## src/rtl/bcr_pkg.sv

```systemverilog
package bcr_pkg;
  localparam int KINDS    = 3;
  localparam int K_IO     = 0;
  localparam int K_CFG    = 1;
  localparam int K_DMA    = 2;
  localparam int BUSY_LSB = 0;
  localparam int DONE_LSB = 4;
  localparam int ERR_CTL  = 8;
  localparam int ERR_DMA  = 9;
  localparam int TABT_BIT = 10;
  localparam int MABT_BIT = 11;
  localparam int STAT_W   = 12;
  localparam int EVT_W    = 7;
  localparam int NFLAG    = 6;
  // flag slot indices
  localparam int F_ECTL = 0;
  localparam int F_EDMA = 1;
  localparam int F_TABT = 2;
  localparam int F_MABT = 3;
  localparam int F_MTGT = 4;
  localparam int F_MMST = 5;

  typedef enum logic [1:0] {
    SEL_STATUS = 2'd0,
    SEL_IRQEN  = 2'd1,
    SEL_MIRROR = 2'd2
  } reg_sel_e;
endpackage

```

## src/rtl/bcr_w1c_bit.sv

```systemverilog
module bcr_w1c_bit (
  input  logic clk,
  input  logic rst,
  input  logic set_i,
  input  logic clr_i,
  output logic q_o
);
  // set has priority over a same-cycle clear
  always_ff @(posedge clk) begin
    if (rst)        q_o <= 1'b0;
    else if (set_i) q_o <= 1'b1;
    else if (clr_i) q_o <= 1'b0;
  end
endmodule

```

## src/rtl/bcr_kind_slot.sv

```systemverilog
module bcr_kind_slot (
  input  logic clk,
  input  logic rst,
  input  logic accept_i,
  input  logic cmpl_i,
  input  logic done_clr_i,
  output logic busy_o,
  output logic done_o
);
  logic fin;
  assign fin = cmpl_i & busy_o;

  always_ff @(posedge clk) begin
    if (rst)           busy_o <= 1'b0;
    else if (accept_i) busy_o <= 1'b1;
    else if (fin)      busy_o <= 1'b0;
  end

  bcr_w1c_bit u_done (
    .clk   (clk),
    .rst   (rst),
    .set_i (fin),
    .clr_i (done_clr_i),
    .q_o   (done_o)
  );
endmodule

```

## src/rtl/bcr_status_tracker.sv

```systemverilog
module bcr_status_tracker #(
  parameter int DATA_W = 32,
  parameter int ADDR_W = 2
) (
  input  logic              clk,
  input  logic              rst,
  input  logic              req_io,
  input  logic              req_cfg,
  input  logic              req_dma,
  input  logic              cmpl_io,
  input  logic              cmpl_cfg,
  input  logic              cmpl_dma,
  input  logic              abort_tgt,
  input  logic              abort_mst,
  input  logic              reg_wr,
  input  logic [ADDR_W-1:0] reg_addr,
  input  logic [DATA_W-1:0] reg_wdata,
  output logic [DATA_W-1:0] reg_rdata,
  output logic              irq
);
  import bcr_pkg::*;

  logic [KINDS-1:0] busy_q, done_q, accept, cmpl_v, done_clr;
  logic [NFLAG-1:0] fl_set, fl_clr, fl_q;
  logic [EVT_W-1:0] irq_en_q, evt;
  logic             ctl_busy, ectl_set, edma_set;
  logic             wr_stat, wr_en, wr_mir;
  logic [DATA_W-1:0] stat_w, mir_w, en_w;
  logic             unused_wdata;

  assign unused_wdata = ^reg_wdata;

  // register decode
  assign wr_stat = reg_wr && (reg_addr == ADDR_W'(SEL_STATUS));
  assign wr_en   = reg_wr && (reg_addr == ADDR_W'(SEL_IRQEN));
  assign wr_mir  = reg_wr && (reg_addr == ADDR_W'(SEL_MIRROR));

  // collision and acceptance
  assign ctl_busy = busy_q[K_IO] | busy_q[K_CFG];
  assign accept[K_IO]  = req_io & ~ctl_busy;
  assign accept[K_CFG] = req_cfg & ~ctl_busy & ~req_io;
  assign accept[K_DMA] = req_dma & ~busy_q[K_DMA];
  assign ectl_set = (ctl_busy & (req_io | req_cfg)) | (req_io & req_cfg);
  assign edma_set = req_dma & busy_q[K_DMA];
  assign cmpl_v   = {cmpl_dma, cmpl_cfg, cmpl_io};

  for (genvar k = 0; k < KINDS; k++) begin : g_kind
    assign done_clr[k] = wr_stat & reg_wdata[DONE_LSB + k];
    bcr_kind_slot u_slot (
      .clk        (clk),
      .rst        (rst),
      .accept_i   (accept[k]),
      .cmpl_i     (cmpl_v[k]),
      .done_clr_i (done_clr[k]),
      .busy_o     (busy_q[k]),
      .done_o     (done_q[k])
    );
  end

  // error and abort flags, with independent mirror copies
  assign fl_set[F_ECTL] = ectl_set;
  assign fl_set[F_EDMA] = edma_set;
  assign fl_set[F_TABT] = abort_tgt;
  assign fl_set[F_MABT] = abort_mst;
  assign fl_set[F_MTGT] = abort_tgt;
  assign fl_set[F_MMST] = abort_mst;
  assign fl_clr[F_ECTL] = wr_stat & reg_wdata[ERR_CTL];
  assign fl_clr[F_EDMA] = wr_stat & reg_wdata[ERR_DMA];
  assign fl_clr[F_TABT] = wr_stat & reg_wdata[TABT_BIT];
  assign fl_clr[F_MABT] = wr_stat & reg_wdata[MABT_BIT];
  assign fl_clr[F_MTGT] = wr_mir & reg_wdata[0];
  assign fl_clr[F_MMST] = wr_mir & reg_wdata[1];

  for (genvar f = 0; f < NFLAG; f++) begin : g_flag
    bcr_w1c_bit u_flag (
      .clk   (clk),
      .rst   (rst),
      .set_i (fl_set[f]),
      .clr_i (fl_clr[f]),
      .q_o   (fl_q[f])
    );
  end

  always_ff @(posedge clk) begin
    if (rst)        irq_en_q <= '0;
    else if (wr_en) irq_en_q <= reg_wdata[EVT_W-1:0];
  end

  // interrupt
  assign evt = {fl_q[F_MABT], fl_q[F_TABT], fl_q[F_EDMA], fl_q[F_ECTL], done_q};

  always_ff @(posedge clk) begin
    if (rst) irq <= 1'b0;
    else     irq <= |(evt & irq_en_q);
  end

  // read words
  always_comb begin
    stat_w = '0;
    stat_w[BUSY_LSB +: KINDS] = busy_q;
    stat_w[DONE_LSB +: KINDS] = done_q;
    stat_w[ERR_CTL]  = fl_q[F_ECTL];
    stat_w[ERR_DMA]  = fl_q[F_EDMA];
    stat_w[TABT_BIT] = fl_q[F_TABT];
    stat_w[MABT_BIT] = fl_q[F_MABT];
    mir_w    = '0;
    mir_w[0] = fl_q[F_MTGT];
    mir_w[1] = fl_q[F_MMST];
    en_w     = '0;
    en_w[EVT_W-1:0] = irq_en_q;
  end

  always_ff @(posedge clk) begin
    if (rst) reg_rdata <= '0;
    else if (reg_addr == ADDR_W'(SEL_STATUS)) reg_rdata <= stat_w;
    else if (reg_addr == ADDR_W'(SEL_IRQEN))  reg_rdata <= en_w;
    else if (reg_addr == ADDR_W'(SEL_MIRROR)) reg_rdata <= mir_w;
    else reg_rdata <= '0;
  end
endmodule

```

## config.mk

```make
export PLATFORM = sky130hd
export DESIGN_NAME = bcr_status_tracker
export DESIGN_NICKNAME = d
export VERILOG_FILES = /design/src/rtl/bcr_pkg.sv /design/src/rtl/bcr_w1c_bit.sv /design/src/rtl/bcr_kind_slot.sv /design/src/rtl/bcr_status_tracker.sv
export SDC_FILE = /design/constraint.sdc
export NUM_CORES = 1
export LEC_CHECK = 0
export BUFFER_PORTS_ARGS = -buffer_cell sky130_fd_sc_hd__clkbuf_2
export CORE_MARGIN = 4
export CORE_UTILIZATION = 47
export DETAILED_ROUTE_END_ITERATION = 16
export PLACE_DENSITY = 0.83
export SETUP_SLACK_MARGIN = 0.4
export SLEW_MARGIN = 20
export SYNTH_ARGS = -nofsm -noshare
export SYNTH_HDL_FRONTEND = slang
export SYNTH_HIERARCHICAL = 1
export SYNTH_SLANG_ARGS = --single-unit
```

## constraint.sdc

```tcl
create_clock -name clk -period 1.5 [get_ports clk]
set_clock_uncertainty 0.05 [all_clocks]
set_input_delay 0 -clock clk [delete_from_list [all_inputs] [get_ports clk]]
set_output_delay 0 -clock clk [all_outputs]
set_load 0.01 [all_outputs]
```

After elaboration in Yosys (flattened, before gate mapping)
Cells that the tools add are included. W data, S select, Z words.

Bitwise gates (word level): 26. Mux-type cells: 27. Eq/ne operators: 2. Reduce and logical (&&, ||, !) cells: 19.

Operators by type and width (number): $mux W1 (24); $reduce_bool A2 Y1 (12); $and A1 B1 Y1 (19); $mux W12 (1); $and A7 B7 Y7 (1); $mux W7 (1); $reduce_or A7 Y1 (1); $logic_and A1 B1 Y1 (3); $not A1 Y1 (3); $or A1 B1 Y1 (3); $reduce_or A3 Y1 (1); $eq A2 B1 Y1 const B (1); $eq A2 B2 Y1 const B (1); $logic_not A2 Y1 (1); $mux W2 (1); $reduce_or A2 Y1 (1).

Bits of input ports: 45. Word-level logic and storage cells: 91. Register bits after elaboration: 52. Output and inout bits: 33.

Depth between registers and ports, before layout
Gate-level depths: netlist of run 1.

Depth in word-level cells: 5. Depth in mapped cells: 5. Gate-level depth less buffers: 4.

Modules after synthesis
The synthesis of run 1 kept the hierarchy.

Modules (own cells, without submodules): bcr_status_tracker (seq. area each 380.4 um^2, cells each 106, area each 972.2 um^2, instances 1); bcr_w1c_bit (seq. area each 20.0 um^2, cells each 4, area each 38.8 um^2, instances 9); bcr_kind_slot (seq. area each 20.0 um^2, cells each 5, area each 46.3 um^2, instances 3).

Worst setup path before layout of run 1
Ideal clock, no wire load.

Path type: register to register. From: register g_flag[0].u_flag.q_o. To: register irq. Path buffers: 0. Data required time: 1.317 ns. Stages on the path, launching flop included: 3. Data arrival time: 0.708 ns. Setup slack: 0.609 ns. Clock period less this slack: 0.891 ns. Library setup time: 0.133 ns. Path through: dfxtp_1 a222oi_1 a31oi_1.

Longest elaborated chain between the ends: 2.

RTL lines: start: declaration (line bcr_w1c_bit.sv:6) `output logic q_o`; start signal: assignment (line bcr_w1c_bit.sv:10) `if (rst) q_o <= 1'b0;`; start signal: assignment (line bcr_w1c_bit.sv:11) `else if (set_i) q_o <= 1'b1;`; start signal: assignment (line bcr_w1c_bit.sv:12) `else if (clr_i) q_o <= 1'b0;`; $and A7 B7 Y7 (line bcr_status_tracker.sv:94) `else irq <= |(evt & irq_en_q);`; $reduce_or A7 Y1 (line bcr_status_tracker.sv:94); end signal: assignment (line bcr_status_tracker.sv:94); end: declaration (line bcr_status_tracker.sv:19) `output logic irq`.

No other way between the ends. A chain may end at the register's enable or synchronous reset.

Worst setup path in the final report of run 1
From: register g_kind[1].u_slot.busy_o. To: register g_kind[1].u_slot.busy_o.

Longest elaborated chain between the ends: 5. Elaborated cells between the ends (all ways): 7. Those cells by class: 1 x mux; 5 x bitwise; 1 x reduce/logical.

RTL lines: start: declaration (line bcr_kind_slot.sv:7) `output logic busy_o,`; start signal: assignment (line bcr_kind_slot.sv:14) `if (rst) busy_o <= 1'b0;`; start signal: assignment (line bcr_kind_slot.sv:15) `else if (accept_i) busy_o <= 1'b1;`; start signal: assignment (line bcr_kind_slot.sv:16) `else if (fin) busy_o <= 1'b0;`; $or A1 B1 Y1 * (line bcr_status_tracker.sv:39) `assign ctl_busy = busy_q[K_IO] | busy_q[K_CFG];`; $not A1 Y1 * (line bcr_status_tracker.sv:41) `assign accept[K_CFG] = req_cfg & ~ctl_busy & ~req_io;`; $and A1 B1 Y1 * (2 in series) (line bcr_status_tracker.sv:41); via accept[1] (line bcr_status_tracker.sv:23) `logic [KINDS-1:0] busy_q, done_q, accept, cmpl_v, done_clr;`; $mux W1 or $reduce_bool A2 Y1 (tied branches).

The timed path passes the listed nets; every way through them passes the cells marked *.

==> results of run 1 <==
## layout by cell type, fill, tap and decap left out, types with 3 or more instances in the layout
cell type,n
nand2_1,5
a21oi_2,12
mux2i_1,13
conb_1,21
nor2_1,12
inv_1,12
buf_4,3
dlygate4sd3_1,19
dfxtp_1,31
and2_2,3
and2_1,12
nand2b_1,12
clkbuf_2,35
clkbuf_4,5
## through the flow
stage / std cells / utilization, % / hold slack [ps]
after floorplan: 177 / - / 12.44
after global placement: 221 / 55.61 / 187.7
after detailed placement: 221 / 55.61 / 194.9
after CTS: 248 / 64.69 / 12.05
after global routing: 248 / 64.69 / 38.48
final: 248 / 64.69 / 19.11
## cell families after synthesis
kind of cell           after synthesis  synth area share (%)
AND/OR/NAND/NOR                     56                 22.11
buffers and inverters               37                 15.77
flip-flops                          31                 42.50
AO/OA/AOI/OAI                       19                 10.45
multiplexers                        13                 8.911
other                                1                0.2568
## routing by layer
metal / part of all wire [%] / up-vias
met4: 2.0 / 0
met5: 0 / -
met2: 48 / 41
met3: 7.4 / 7
li1: - / 581
met1: 42 / 490
## worst reg2reg max path: stages, from the launching register on
cell and delay, ps:
dfxtp_1 360, nor4b_1 310, inv_1 90, a21oi_2 110
## power breakdown
part / leakage (nW) / internal, W / switching, W
registers: 0.253 / 0.000858 / 0.0000276
logic: 0.598 / 0.000118 / 0.000119
clock network: 0.0386 / 0.000276 / 0.000264
## worst max-delay path by stage
stage / end / slack [ps] / cells past startpoint
6_report: g_kind[1].u_slot/busy_o / 530 / 3
5_1_grt: g_kind[1].u_slot/busy_o / 410 / 3
4_1_cts: g_kind[1].u_slot/busy_o / 530 / 3
3_5_place_dp: irq_en_q[2] / 390 / 4
3_3_place_gp: irq_en_q[1] / 470 / 4
2_1_floorplan: irq / 610 / 2
## synth_stat cells
master / number / share of area [%]
a21oi_1: 2 / 0.69
a21oi_2: 12 / 7.2
a222oi_1: 1 / 0.69
a22oi_1: 2 / 1.0
a31oi_1: 1 / 0.43
and2_1: 12 / 5.1
and2_2: 3 / 1.5
and3_1: 2 / 0.86
buf_2: 1 / 0.34
buf_4: 22 / 11
buf_6: 1 / 0.77
clkbuf_1: 1 / 0.26
conb_1: 1 / 0.26
dfxtp_1: 31 / 43
inv_1: 12 / 3.1
mux2i_1: 13 / 8.9
nand2_1: 5 / 1.3
nand2b_1: 12 / 5.1
nand3b_1: 1 / 0.51
nor2_1: 12 / 3.1
nor2_2: 1 / 0.43
nor2b_1: 2 / 0.86
nor3b_1: 1 / 0.51
nor3b_2: 1 / 0.86
nor4b_1: 1 / 0.60
o22ai_1: 1 / 0.43
or2_0: 2 / 0.86
or2_1: 1 / 0.43
## what timing repair did
item                                   4_1_cts  5_1_grt
setup buffers                                0        0
hold buffers                                19        0
endpoints found under the hold margin       21        0
## cell type report
cell class	count	area, um2
inverters	12	45.04
repair buffers	57	387.9
well taps	31	38.79
clock buffers	8	68.82
flip-flops and latches	31	620.6
multi-input cells	109	684.4
fillers	242	1007
## registers in the layout (all words and copies together), names as in the netlist
register and cells:
g_kind.u_slot/busy_o 3, reg_rdata 11, irq 1, g_kind.u_slot/u_done/q_o 3
irq_en_q 7, g_flag.u_flag/q_o 6
==> impl_metrics.yaml, run 1 <==
power:
  p_total_w: 0.001662
  ir_drop_mv: 0.3634
  p_per_area_nw_per_um2: 900.7
  power.leakage_nw: 0.8904
hold_path:
  hp-class: "primary input to flip-flop"
  holdPathStages: 4
  hold_path_end: "g_flag[3].u_flag/q_o"
  min_from: "reg_wdata[11]"
finish:
  antenna_cells: 0
  drive_gt1_share_pct: 28.57
  syn_to_final_growth_pct: 26.39
  final_nets: 261
  stdcell_area_um2: 1846
sta:
  rsz0062_at_grt: "false"
  max_freq_ghz: 1.031
  period_share_pct: 64.69
  timing.final.ws_setup_ps: 529.7
  timing.setup.tns_ps: 0
  finalMaxSlewViolations: 0
  finalSetupViolCount: 0
  period_needed_ps: 970.3
  finalHoldViolations: 0
clock_tree:
  cts-root-buf: "clkbuf_4"
  cts_buffers: 5
  path_clk_slew_ps: 90
  insertion_delay_ps: 330
  cts.sink_count: 31
  clk_path_buf_depth: 2
  cts_resized: 0
  cts_tree: "built"
  cts_max_level: 2
grt:
  globalRouteMet2Util_pct: 26.21
  antenna_found_initial: 0
  grt_max_degree: 23
  grt_pass1_vias: 1082
  grt_pass1_wl_mm: 4.692
  grt-ovfl-total: 0
  top_usage_layer: "met2"
  use_met1_pct: 16.02
  grt_usage_pct: 14.60
  met3_usage_pct: 4.028
yosys:
  ys_types: 28
  synth_cells: 157
  ys_seq_area_share_pct: 42.50
  yosysWarningCount: 6
  syn-cell-area_um2: 1460
  avgSynthCellArea_um2: 9.300
  synth-seq-cells: 31
floorplan:
  core_um2: 2853
  rows: 19
  io_pins: 78
  fp.dieArea_um2: 4062
  die_x_um: 63.74
  die_h_um: 63.74
  initial_core_util_pct: 51.18
placed_design:
  portBuffers: 35
  dpl_worst_slack_ps: 394.1
  placed_cell_area_um2: 1587
  gp_congestion: 0.7630
  dp_hpwl_mm: 2.090
outcome:
  status: "finished clean"
detailed_routing:
  drtAntennaViolNets: 0
  post-route-drc-count: 0
  post_drt_via_cell_ratio: 4.512
  post_drt_wl_per_cell_um: 11.59
  routed_wl_mm: 2.874
  drtPass1Iterations: 4
  drt_iter0_markers: 53
  vias: 1119
worst_setup_path:
  path_buf_inv: 1
  critical-path-slowest-cell: "dfxtp_1"
  crit_type: "flip-flop to flip-flop"
  reg2reg_to: "g_kind[1].u_slot/busy_o"
  critPathRequiredTime_ps: 1710
  slowest_delay_ps: 360
  cp-end-kind: "flip-flop"
  critPathTopFamily: "flip-flops"
  critPathLaunchType: "flip-flop"
  reg2reg_from: "g_kind[1].u_slot/busy_o"
  setup.worst_path.start: "g_kind[1].u_slot/busy_o"
  r2r_cells: 3
  crit_chain: "nor4b_1, inv_1, a21oi_2"
  arrival_ps: 1180
  rrSetupSlack_ps: 530
  crit_fanout: 6
job:
  max_cap_viol_count: 0
No activity file was read; power rests on OpenSTA's default activity.
==> inputs of run 2 (changes only) <==
--- a/config.mk
+++ b/config.mk
@@ -7,9 +7,9 @@
 export LEC_CHECK = 0
 export BUFFER_PORTS_ARGS = -buffer_cell sky130_fd_sc_hd__clkbuf_2
 export CORE_MARGIN = 4
-export CORE_UTILIZATION = 47
+export CORE_UTILIZATION = 44
 export DETAILED_ROUTE_END_ITERATION = 16
-export PLACE_DENSITY = 0.83
+export PLACE_DENSITY = 0.79
 export SETUP_SLACK_MARGIN = 0.4
 export SLEW_MARGIN = 20
 export SYNTH_ARGS = -nofsm -noshare
==> constraint.sdc (replaced) <==
create_clock -name clk -period 1 [get_ports clk]
set_clock_uncertainty 0.05 [all_clocks]
set_input_delay 0 -clock clk [delete_from_list [all_inputs] [get_ports clk]]
set_output_delay 0 -clock clk [all_outputs]
set_load 0.01 [all_outputs]
==> run 2 against run 1 <==
The flow now finishes with violations (negative hold slack, negative setup slack). Sequential power up 51%. Highest routed layer unchanged. Clock power grew 24%. Critical endpoint is now irq. Cell count is 2.4% higher. Sequential cell count did not move. Non-clock buffer count decreased by 7.
==> impl_metrics.yaml, run 2 (same netlist as run 1, synthesis figures left out) <==
floorplan:
  initial_core_util_pct: 47.06
  fp.dieArea_um2: 4304
  rows: 20
  core_um2: 3103
  io_pins: 78
  die_h_um: 65.61
  die_x_um: 65.61
detailed_routing:
  post_drt_via_cell_ratio: 4.268
  drtPass1Iterations: 4
  vias: 1084
  post-route-drc-count: 0
  routed_wl_mm: 2.893
  drtAntennaViolNets: 0
  drt_iter0_markers: 17
  post_drt_wl_per_cell_um: 11.39
worst_setup_path:
  reg2reg_to: "irq"
  slowest_delay_ps: 360
  path_buf_inv: 0
  critPathLaunchType: "flip-flop"
  arrival_ps: 1170
  critPathRequiredTime_ps: 1150
  crit_chain: "a222oi_1, a31oi_1"
  critical-path-slowest-cell: "a222oi_1"
  cp-end-kind: "flip-flop"
  crit_fanout: 2
  rrSetupSlack_ps: -20
  reg2reg_from: "g_flag[0].u_flag/q_o"
  crit_type: "flip-flop to flip-flop"
  critPathTopFamily: "compound AO/OA/AOI/OAI gates"
  r2r_cells: 2
outcome:
  violations: "negative hold slack, negative setup slack"
  status: "finished with violations"
clock_tree:
  cts.sink_count: 31
  cts_tree: "built"
  cts-root-buf: "clkbuf_4"
  cts_buffers: 5
  cts_max_level: 2
  path_clk_slew_ps: 90
  insertion_delay_ps: 340
  clk_path_buf_depth: 2
finish:
  final_nets: 254
  fill_cells: 288
  syn_to_final_growth_pct: 31.45
  final_common_cell: "clkbuf_2"
  seqCellArea_um2: 656.9
  top_register: "reg_rdata"
  antenna_cells: 0
  most-common-layout-cells: "23 x clkbuf_2, 21 x conb_1, 17 x dfxtp_2"
  multiInputGateArea_um2: 793.3
  drive_gt1_share_pct: 53.81
  largest_reg_flops: 11
  reg_top3: "reg_rdata x11, irq_en_q x7, g_flag.u_flag/q_o x6"
power:
  p_per_area_nw_per_um2: 1258
  power.leakage_nw: 0.9267
  ir_drop_mv: 0.5606
placed_design:
  gp_congestion: 0.8103
  portBuffers: 35
  dp_hpwl_mm: 2.187
  dpl_worst_slack_ps: -17.06
grt:
  grt_pass1_wl_mm: 4.464
  grt-ovfl-total: 0
  grt_usage_pct: 13.96
  grt_max_degree: 23
  antenna_found_initial: 0
  grt_pass1_vias: 1011
sta:
  period_share_pct: 101.8
  finalSetupViolCount: 1
  period_needed_ps: 1018
  timing.final.ws_setup_ps: -17.88
  timing.setup.tns_ps: -17.88
  rsz0062_at_grt: "true"
  finalMaxSlewViolations: 0
  holdWs_ps: -146.4
  finalHoldViolations: 19
  max_freq_ghz: 0.9824
hold_path:
  hold_path_end: "g_flag[3].u_flag/q_o"
  hp-class: "primary input to flip-flop"
  holdPathStages: 3
  min_from: "abort_mst"
job:
  max_cap_viol_count: 0
run 2: cell type report:
cell class / count / area share (%)
Tap cell: 44 / 2.868
Clock inverter: 1 / 0.2608
Inverter: 12 / 2.347
Clock buffer: 7 / 2.347
Timing Repair Buffer: 50 / 16.62
Multi-Input combinational cell: 109 / 41.33
Sequential cell: 31 / 34.22
run 2: routing by layer:
| layer | routed length [um] | track usage (%) | up-vias |
|---|---|---|---|
| met2 | 1365 | 22.50 | 39 |
| li1 | - | - | 567 |
| met5 | 0 | 0 | - |
| met3 | 244 | 5.641 | 6 |
| met1 | 1225 | 15.86 | 472 |
| met4 | 57 | 6.995 | 0 |
run 2: worst max path at each step:
stage                               startpoint  end  slack [ps]  depth (start not counted)
final                     g_flag[0].u_flag/q_o  irq         -20                          2
after global routing      g_flag[0].u_flag/q_o  irq         -30                          2
after CTS                 g_flag[0].u_flag/q_o  irq         -20                          2
after detailed placement           irq_en_q[3]  irq         -20                          2
after global placement             irq_en_q[3]  irq          20                          2
after floorplan                    irq_en_q[3]  irq         120                          2
run 2: power breakdown:
part	total, W	internal (W)	switching, W
Clock	0.000667	0.000273	0.000394
Combinational	0.000403	0.000208	0.000195
Sequential	0.00134	0.00129	0.0000508
run 2: through the flow:
step           total power (W)  cells  utilization [%]  area [um2]
6_report              0.002414    254            61.85        1919
4_1_cts               0.002404    251            59.60        1849
3_3_place_gp          0.001709    240            56.01        1738
3_5_place_dp          0.001718    240            56.01        1738
5_1_grt               0.002526    254            61.85        1919
2_1_floorplan         0.001650    177                -        1644
run 2: repair_timing:
item | in CTS | in global routing
setup buffers | 3 | 3
endpoints found under the setup margin | 43 | 43
hold endpoints to repair | 19 | 19
gates resized for setup | 24 | 27
pin swaps | 13 | 9
run 2: worst register-to-register path, stage by stage (launching register included):
cell and delay [ps]:
dfxtp_2 330, a222oi_1 360, a31oi_1 140
==> inputs of run 3 (changes only) <==
--- a/config.mk
+++ b/config.mk
@@ -10,7 +10,6 @@
 export CORE_UTILIZATION = 44
 export DETAILED_ROUTE_END_ITERATION = 16
 export PLACE_DENSITY = 0.79
-export SETUP_SLACK_MARGIN = 0.4
 export SLEW_MARGIN = 20
 export SYNTH_ARGS = -nofsm -noshare
 export SYNTH_HDL_FRONTEND = slang
==> run 3 against run 2 <==
The run now ends clean. Cell area is 0.20% higher. Worst setup slack gained 74 ps. Global-route usage is 1.1 points higher. Non-clock buffer count is 14 higher. Critical path type unchanged.
==> impl_metrics.yaml, run 3 (same netlist as run 1, synthesis figures left out) <==
outcome:
  status: "finished clean"
power:
  power.leakage_nw: 0.9272
  ir_drop_mv: 0.4981
  p_per_area_nw_per_um2: 1305
grt:
  grt_usage_pct: 15.07
  top_usage_layer: "met2"
  grt-ovfl-total: 0
  globalRouteMet2Util_pct: 25.66
  grt_pass1_wl_mm: 4.892
  grt_max_degree: 23
  antenna_found_initial: 0
  use_met1_pct: 17.10
  grt_pass1_vias: 1104
  met3_usage_pct: 4.615
finish:
  stdcell_area_um2: 1923
  finalNonFillerCells: 268
  reg_top3: "reg_rdata x11, irq_en_q x7, g_flag.u_flag/q_o x6"
  most-common-layout-cells: "35 x clkbuf_2, 29 x dfxtp_1, 21 x conb_1"
  antenna_cells: 0
  syn_to_final_growth_pct: 31.70
  drive_gt1_share_pct: 32.14
  largest_reg_flops: 11
  top_register: "reg_rdata"
  final_nets: 268
  fill_cells: 280
  final_util_pct: 61.98
  final_common_cell: "clkbuf_2"
floorplan:
  die_x_um: 65.61
  initial_core_util_pct: 47.06
  rows: 20
  io_pins: 78
  core_um2: 3103
  die_h_um: 65.61
  fp.dieArea_um2: 4304
worst_setup_path:
  rrSetupSlack_ps: 60
  crit_fanout: 3
  reg2reg_to: "irq"
  arrival_ps: 1090
  cp-end-kind: "flip-flop"
  critPathLaunchType: "flip-flop"
  critPathRequiredTime_ps: 1150
  reg2reg_from: "irq_en_q[3]"
  r2r_cells: 2
  crit_type: "flip-flop to flip-flop"
detailed_routing:
  post-route-drc-count: 0
  drt_iter0_markers: 34
  routed_wl_mm: 2.874
  drtAntennaViolNets: 0
  vias: 1142
  drtPass1Iterations: 5
  post_drt_wl_per_cell_um: 10.72
  post_drt_via_cell_ratio: 4.261
clock_tree:
  path_clk_slew_ps: 90
  cts_buffers: 5
  clk_path_buf_depth: 2
  cts_tree: "built"
  cts.sink_count: 31
  insertion_delay_ps: 320
  cts_max_level: 2
  cts-root-buf: "clkbuf_4"
placed_design:
  placed_cells: 241
  dpl_worst_slack_ps: 6.530
  placed_cell_area_um2: 1655
  gp_congestion: 0.8133
  portBuffers: 35
  dp_hpwl_mm: 2.106
sta:
  timing.final.ws_setup_ps: 56.37
  max_freq_ghz: 1.060
  finalMaxSlewViolations: 0
  finalSetupViolCount: 0
  period_share_pct: 94.36
  timing.setup.tns_ps: 0
  period_needed_ps: 943.6
  rsz0062_at_grt: "false"
  finalHoldViolations: 0
hold_path:
  holdPathStages: 4
  hp-class: "primary input to flip-flop"
  min_from: "reg_wdata[11]"
  hold_path_end: "g_flag[3].u_flag/q_o"
job:
  max_cap_viol_count: 0
## run 3: report_power, final
part | switching (W) | internal (W) | total [W]
sequential | 0.0000390 | 0.00129 | 0.00133
combinational | 0.000184 | 0.000196 | 0.000380
clock | 0.000389 | 0.000413 | 0.000803
total | 0.000612 | 0.00190 | 0.00251
## run 3: worst max path at each step
stage | from | to | cells past startpoint
3_3_place_gp | reg_addr[0] | g_flag[4].u_flag/q_o | 6
6_report | irq_en_q[3] | irq | 2
5_1_grt | g_flag[0].u_flag/q_o | irq | 2
2_1_floorplan | g_flag[0].u_flag/q_o | irq | 2
4_1_cts | g_kind[1].u_slot/busy_o | g_kind[1].u_slot/busy_o | 3
3_5_place_dp | reg_addr[0] | g_flag[4].u_flag/q_o | 6
## run 3: worst max-delay path, cell delays in order (launching register included)
cell	delay [ps]
dfxtp_1	340
a222oi_1	310
a31oi_1	130
## run 3: final cells by class
type	instances	area, um2	share of cell area (%)
Multi-Input combinational cell	109	690.7	35.91
Tap cell	44	55.05	2.863
Clock buffer	8	68.82	3.578
Inverter	12	45.04	2.342
Sequential cell	31	623.1	32.40
Timing Repair Buffer	64	440.4	22.90
## run 3: metal layers
layer	share of wire [%]	routed length (um)
met1	42	1212
met2	48	1381
met3	7.9	228
met4	1.8	53
met5	0	0
## run 3: repair_timing
action | 4_1_cts | 5_1_grt
setup endpoints to repair | 0 | 3
hold buffers | 19 | 0
endpoints found under the hold margin | 21 | 0
setup buffers | 0 | 0
gates resized for setup | 0 | 3
## run 3: stage by stage
| step | power, W | hold slack [ps] |
|---|---|---|
| after global placement | 0.001667 | 188.6 |
| after detailed placement | 0.001672 | 192.4 |
| after CTS | 0.002525 | 3.637 |
| after global routing | 0.002637 | 19.06 |
| after floorplan | 0.001601 | 12.44 |
| final | 0.002510 | 6.806 |
